`src/rtl/vol_pkg.sv`:
```
package vol_pkg;
    typedef enum logic [1:0] {
        PH_IDLE,
        PH_FIRST,
        PH_SECOND,
        PH_REPEAT
    } phase_e;

    // delays in half-periods of the step clock
    localparam int unsigned FIRST_HT  = 7;
    localparam int unsigned SECOND_HT = 19;
    localparam int unsigned REPEAT_HT = 4;
    localparam int unsigned HT_W      = $clog2(SECOND_HT + 1);
endpackage

```
`src/rtl/vol_sync.sv`:
```
module vol_sync #(
    parameter int unsigned WIDTH = 2
) (
    input  logic             clk,
    input  logic             rst_n,
    input  logic [WIDTH-1:0] async_i,
    output logic [WIDTH-1:0] sync_o
);
    logic [WIDTH-1:0] meta_q, stab_q;

    // released level (all ones) during reset
    always_ff @(posedge clk or negedge rst_n) begin
        if (!rst_n) begin
            meta_q <= '1;
            stab_q <= '1;
        end else begin
            meta_q <= async_i;
            stab_q <= meta_q;
        end
    end

    assign sync_o = stab_q;
endmodule

```
`src/rtl/vol_tick.sv`:
```
module vol_tick #(
    parameter int unsigned DIV_LOG2 = 12
) (
    input  logic clk,
    input  logic rst_n,
    input  logic clear_i,
    output logic tick_o
);
    logic [DIV_LOG2-1:0] cnt_d, cnt_q;

    always_comb begin
        cnt_d  = clear_i ? '0 : cnt_q + 1'b1;
        tick_o = (&cnt_q) & ~clear_i;
    end

    always_ff @(posedge clk or negedge rst_n) begin
        if (!rst_n) cnt_q <= '0;
        else        cnt_q <= cnt_d;
    end
endmodule

```
`src/rtl/vol_seq.sv`:
```
module vol_seq
    import vol_pkg::*;
(
    input  logic clk,
    input  logic rst_n,
    input  logic up_s_n,
    input  logic dn_s_n,
    input  logic tick_i,
    output logic step_o,
    output logic step_up_o,
    output logic idle_o
);
    typedef struct packed {
        phase_e          phase;
        logic [HT_W-1:0] hcnt;
        logic            dir_up;
    } seq_t;

    seq_t seq_d, seq_q;
    logic req, up_now;
    logic [HT_W-1:0] limit;

    always_comb begin
        seq_d  = seq_q;
        step_o = 1'b0;
        req    = up_s_n ^ dn_s_n;
        up_now = ~up_s_n;

        case (seq_q.phase)
            PH_FIRST:  limit = HT_W'(FIRST_HT);
            PH_SECOND: limit = HT_W'(SECOND_HT);
            default:   limit = HT_W'(REPEAT_HT);
        endcase

        if (!req || (seq_q.phase != PH_IDLE && seq_q.dir_up != up_now)) begin
            seq_d.phase = PH_IDLE;
            seq_d.hcnt  = '0;
        end else if (seq_q.phase == PH_IDLE) begin
            seq_d.phase  = PH_FIRST;
            seq_d.hcnt   = '0;
            seq_d.dir_up = up_now;
        end else if (tick_i) begin
            if (seq_q.hcnt + 1'b1 == limit) begin
                step_o     = 1'b1;
                seq_d.hcnt = '0;
                case (seq_q.phase)
                    PH_FIRST:  seq_d.phase = PH_SECOND;
                    default:   seq_d.phase = PH_REPEAT;
                endcase
            end else begin
                seq_d.hcnt = seq_q.hcnt + 1'b1;
            end
        end
    end

    always_ff @(posedge clk or negedge rst_n) begin
        if (!rst_n) seq_q <= '{phase: PH_IDLE, hcnt: '0, dir_up: 1'b0};
        else        seq_q <= seq_d;
    end

    assign step_up_o = seq_q.dir_up;
    assign idle_o    = (seq_q.phase == PH_IDLE);
endmodule

```
`src/rtl/vol_stepper.sv`:
```
module vol_stepper #(
    parameter int unsigned IDX_W          = 6,
    parameter int unsigned DEFAULT_IDX    = 40,
    parameter int unsigned HALF_TICK_LOG2 = 12
) (
    input  logic             clk,
    input  logic             rst_n,
    input  logic             up_n,
    input  logic             dn_n,
    input  logic             mute_n,
    output logic [IDX_W-1:0] gain_idx,
    output logic             out_en
);
    localparam logic [IDX_W-1:0] IDX_MAX = '1;
    localparam logic [IDX_W-1:0] IDX_DEF = IDX_W'(DEFAULT_IDX);

    typedef struct packed {
        logic [IDX_W-1:0] idx;
        logic             en;
    } top_t;

    top_t top_d, top_q;
    logic [1:0] btn_s;
    logic tick, step, step_up, seq_idle;

    vol_sync #(.WIDTH(2)) u_sync (
        .clk    (clk),
        .rst_n  (rst_n),
        .async_i({up_n, dn_n}),
        .sync_o (btn_s)
    );

    vol_tick #(.DIV_LOG2(HALF_TICK_LOG2)) u_tick (
        .clk    (clk),
        .rst_n  (rst_n),
        .clear_i(seq_idle),
        .tick_o (tick)
    );

    vol_seq u_seq (
        .clk      (clk),
        .rst_n    (rst_n),
        .up_s_n   (btn_s[1]),
        .dn_s_n   (btn_s[0]),
        .tick_i   (tick),
        .step_o   (step),
        .step_up_o(step_up),
        .idle_o   (seq_idle)
    );

    always_comb begin
        top_d    = top_q;
        top_d.en = mute_n;
        if (step) begin
            if (step_up && top_q.idx != IDX_MAX)
                top_d.idx = top_q.idx + 1'b1;
            else if (!step_up && top_q.idx != '0)
                top_d.idx = top_q.idx - 1'b1;
        end
    end

    always_ff @(posedge clk or negedge rst_n) begin
        if (!rst_n) top_q <= '{idx: IDX_DEF, en: 1'b0};
        else        top_q <= top_d;
    end

    assign gain_idx = top_q.idx;
    assign out_en   = top_q.en;
endmodule

```
`config.mk`:
```
export PLATFORM = sky130hd
export DESIGN_NAME = vol_stepper
export DESIGN_NICKNAME = d
export VERILOG_FILES = /design/src/rtl/vol_pkg.sv /design/src/rtl/vol_sync.sv /design/src/rtl/vol_tick.sv /design/src/rtl/vol_seq.sv /design/src/rtl/vol_stepper.sv
export SDC_FILE = /design/constraint.sdc
export NUM_CORES = 1
export LEC_CHECK = 0
export ABC_CLOCK_PERIOD_IN_PS = 2500
export BUFFER_PORTS_ARGS = -buffer_cell sky130_fd_sc_hd__buf_2
export CAP_MARGIN = 20
export CORE_AREA = 4 4 67 69
export DETAILED_ROUTE_END_ITERATION = 16
export DIE_AREA = 0 0 71 73
export MAX_ROUTING_LAYER = met4
export PLACE_DENSITY = 0.62
export SLEW_MARGIN = 10
export SYNTH_ARGS = -nofsm -noshare
export SYNTH_HDL_FRONTEND = slang
export SYNTH_SLANG_ARGS = --single-unit
```
`constraint.sdc`:
```
create_clock -name clk -period 2.5 [get_ports clk]
set_clock_uncertainty 0.15 [all_clocks]
set_input_delay 0.25 -clock clk [delete_from_list [all_inputs] [get_ports clk]]
set_output_delay 0.25 -clock clk [all_outputs]
set_load 0.02 [all_outputs]
```
==> out/qor.csv <==
stage,metric,value,unit
status,outcome,"complete, no violations",
layout,share of layout cells above drive strength 1,21.5,%
global_route,first-pass GRT wire length,5480,µm
worst_setup_path,CP Cell Sequence,"nand4_1, o21ai_2, ha_1, a211oi_1, o21a_1, nor3_1, o2111ai_1, xnor2_1",
logic_synthesis,post-synthesis cell count,164,
sta,Final setup viols,0,
floorplanning,Die H,73,µm
logic_synthesis,asr flop ratio synth,100,%
detailed_routing,Routed Antenna Nets,0,
floorplanning,die width,71,µm
layout,Syn-to-layout area delta,15.3,%
sta,hold slack,0.209,ns
floorplanning,initial core utilization,43.8,%
placement,GP Congestion,0.770,
sta,Slew headroom,54.9,%
logic_synthesis,syn nets,179,
global_route,GRT Overall Usage,13.9,%
floorplanning,I/O pin cnt,12,
worst_setup_path,critical path buffer and inverter count,0,
sta,Slew Limit Fails,0,
sta,RSZ-0062 raised after global routing,false,
flow_run,max_cap viols,0,
worst_setup_path,CP max-delay cell,dfstp_2,
sta,final hold viol count,0,
power,Switching Share,31.1,%
clock_network,"Reg clk slew, reported paths",0.07,ns
sta,f_max,432,MHz
logic_synthesis,"EDFF count, synth",0,
floorplanning,core area,3910,µm²
detailed_routing,violation count after the first detailed-route iteration,43,
layout,post-layout utilization of the core,50.4,%
sta,Setup Total Neg Slack,0,ns
detailed_routing,Residual DRC,0,
clock_network,CTS Buffer Depth,2,
worst_setup_path,Crit path max-delay family,compound AO/OA/AOI/OAI gates,
detailed_routing,vias,1263,
sta,worst slew pin tran,0.676,ns
global_route,total grt overflow,0,
worst_setup_path,Max stage delay on crit path,0.56,ns
power,Flop pwr share,46.5,%
detailed_routing,wire length per cell,13.3,µm
placement,PortBufs,11,
global_route,vias in the first global route,1241,
worst_setup_path,critical path peak fanout,4,
sta,min cycle time layout,2.32,ns
worst_setup_path,CP endpoint kind,flip-flop,
power,P_sw,379,µW
detailed_routing,mean number of vias per cell,5.35,
logic_synthesis,Synth Flop Type,dfrtp_1,
worst_setup_path,crit path kind,reg -> reg,
floorplanning,die area,5180,µm²
power,Clock power frac,32.7,%
clock_network,clock sinks,31,
clock_network,later-pin clock latency in the skew report,0.29,ns
logic_synthesis,Post-Syn Area,1710,µm²
power,Comb pwr share,20.8,%
clock_network,CTS Root Cell,clkbuf_8,
detailed_routing,drt first pass iters,4,
logic_synthesis,Netlist cell types,46,
detailed_routing,routed wire length,3130,µm
logic_synthesis,"Seq/Total Area, Yosys",45.7,%
placement,Final HPWL DP,2220,µm
logic_synthesis,number of synthesis warnings,0,
global_route,initial antenna violation count,0,
power,Pleak,0.898,nW
clock_network,CTS Buf Count,5,
clock_network,H-tree levels,2,
logic_synthesis,Seq cells post-synth,31,
power,VDD IR max,0.418,mV
clock_network,CTS tree,yes,
hold_path,type of the most critical hold path,reg -> reg,
power,power per cell area,617,nW/µm²
sta,final worst path period share,92.7,%
layout,most frequent cells in the layout,"25 x dfrtp_1, 18 x nor2_1, 11 x buf_2, 10 x xnor2_1",
worst_setup_path,Worst Path Arrival,2.38,ns
power,cell-internal power,838,µW
logic_synthesis,Avg Inst Size Synth,10.4,µm²
floorplanning,row count,23,
worst_setup_path,Startpoint Class,flip-flop,
layout,n_diodes,0,
layout,number of nets in the layout,200,
layout,"most common cell after layout, fill and taps aside",dfrtp_1,
global_route,largest net degree at the start of global routing,32,
worst_setup_path,Critical Path RT,2.56,ns
==> worst reg2reg max path, stage by stage, from the launching register on <==
cell and delay (ns):
dfstp_2 0.56, nand4_1 0.11, o21ai_2 0.20, ha_1 0.28, a211oi_1 0.32, o21a_1 0.20
nor3_1 0.05, o2111ai_1 0.23, xnor2_1 0.15
==> through the flow <==
step / worst slack (ns) / area [µm²] / power (mW) / instances
6_report: 0.183 / 1970 / 1.22 / 236
5_1_grt: 0.0249 / 1970 / 1.30 / 236
4_1_cts: 0.0948 / 1970 / 1.24 / 236
3_3_place_gp: 0.174 / 1830 / 0.814 / 224
3_5_place_dp: 0.113 / 1830 / 0.825 / 224
2_1_floorplan: 0.0918 / 1710 / 0.747 / 164
==> cells by family (layout without fill, tap and decap cells) <==
group / count (synthesis) / count (layout) / synth area share, %
simple gates: 53 / 53 / 17.3
compound gates: 35 / 35 / 13.4
flops: 31 / 31 / 45.7
xor+xnor: 15 / 15 / 7.67
buf+inv: 14 / 36 / 3.58
fa+ha+maj: 10 / 10 / 7.74
mux: 6 / 6 / 4.53
==> worst paths after layout <==
check,start,endpoint,slack [ns],depth (start not counted)
max,gain_idx[5],gain_idx[5],0.18,8
min,u_sync.meta_q[1],u_sync.sync_o[1],0.21,0
max reg2reg,gain_idx[5],gain_idx[5],0.18,8
min reg2reg,u_sync.meta_q[1],u_sync.sync_o[1],0.21,0
max in group asynchronous,rst_n,u_seq.seq_q[7],1.36,2
min in group asynchronous,rst_n,gain_idx[0],0.39,2
==> area by class of cell <==
type / count / area, µm²
Inverter: 9 / 33.8
Tap cell: 50 / 62.6
Fill cell: 380 / 1940
Clock inverter: 3 / 25.0
Timing Repair Buffer: 19 / 125
Multi-Input combinational cell: 119 / 876
Clock buffer: 5 / 68.8
Sequential cell: 31 / 783
==> Yosys cell counts (2+ instances only) <==
| library cell | number | share of area [%] |
|---|---|---|
| a31oi_1 | 2 | 0.73 |
| xor2_1 | 5 | 2.6 |
| and3_1 | 2 | 0.73 |
| nand3_1 | 5 | 1.5 |
| dfrtp_1 | 25 | 37 |
| ha_1 | 9 | 6.6 |
| nor3_1 | 4 | 1.2 |
| a21oi_1 | 9 | 2.6 |
| nor2_1 | 18 | 3.9 |
| nand4_1 | 3 | 1.1 |
| clkbuf_1 | 2 | 0.44 |
| or4_1 | 2 | 0.88 |
| mux2_4 | 3 | 2.6 |
| nor4bb_1 | 2 | 1.2 |
| o21a_1 | 2 | 0.88 |
| a21o_1 | 3 | 1.3 |
| o21ai_1 | 4 | 1.2 |
| a22o_1 | 2 | 1.0 |
| xnor2_1 | 10 | 5.1 |
| nor3b_1 | 2 | 0.88 |
| o21ai_0 | 4 | 1.2 |
| nand2_1 | 5 | 1.1 |
| dfstp_2 | 6 | 9.2 |
| inv_1 | 9 | 2.0 |
| or3_1 | 3 | 1.1 |
| a211oi_1 | 2 | 0.88 |
| and3b_1 | 2 | 1.0 |
==> timing repair <==
action,4_1_cts,5_1_grt
endpoints found under the setup margin,0,4
endpoints found under the hold margin,28,0
gates resized for setup,0,2
hold buffers,4,0
setup buffers,0,0
==> power groups by stage <==
stage               combinational, mW  sequential [mW]  clock (mW)
floorplan                       0.179            0.568           0
global placement                0.241            0.572           0
detailed placement              0.251            0.574           0
CTS                             0.257            0.565       0.414
global route                    0.292            0.573       0.435
finish                          0.253            0.566       0.398
==> registers in the layout (all words and copies together) (netlist names) <==
name and flops:
u_sync.sync_o 2, u_sync.meta_q 2, u_tick.cnt_q 12, out_en 1, u_seq.seq_q 7, u_seq.step_up_o 1
gain_idx 6
==> routing by layer <==
metal	wire length, µm	track usage (%)	up-vias
met5	0	-	-
met4	46	5.64	0
met3	109	3.44	6
met2	1570	22.8	21
met1	1410	16.6	610
li1	-	-	626
No activity file was read; power rests on OpenSTA's default activity.
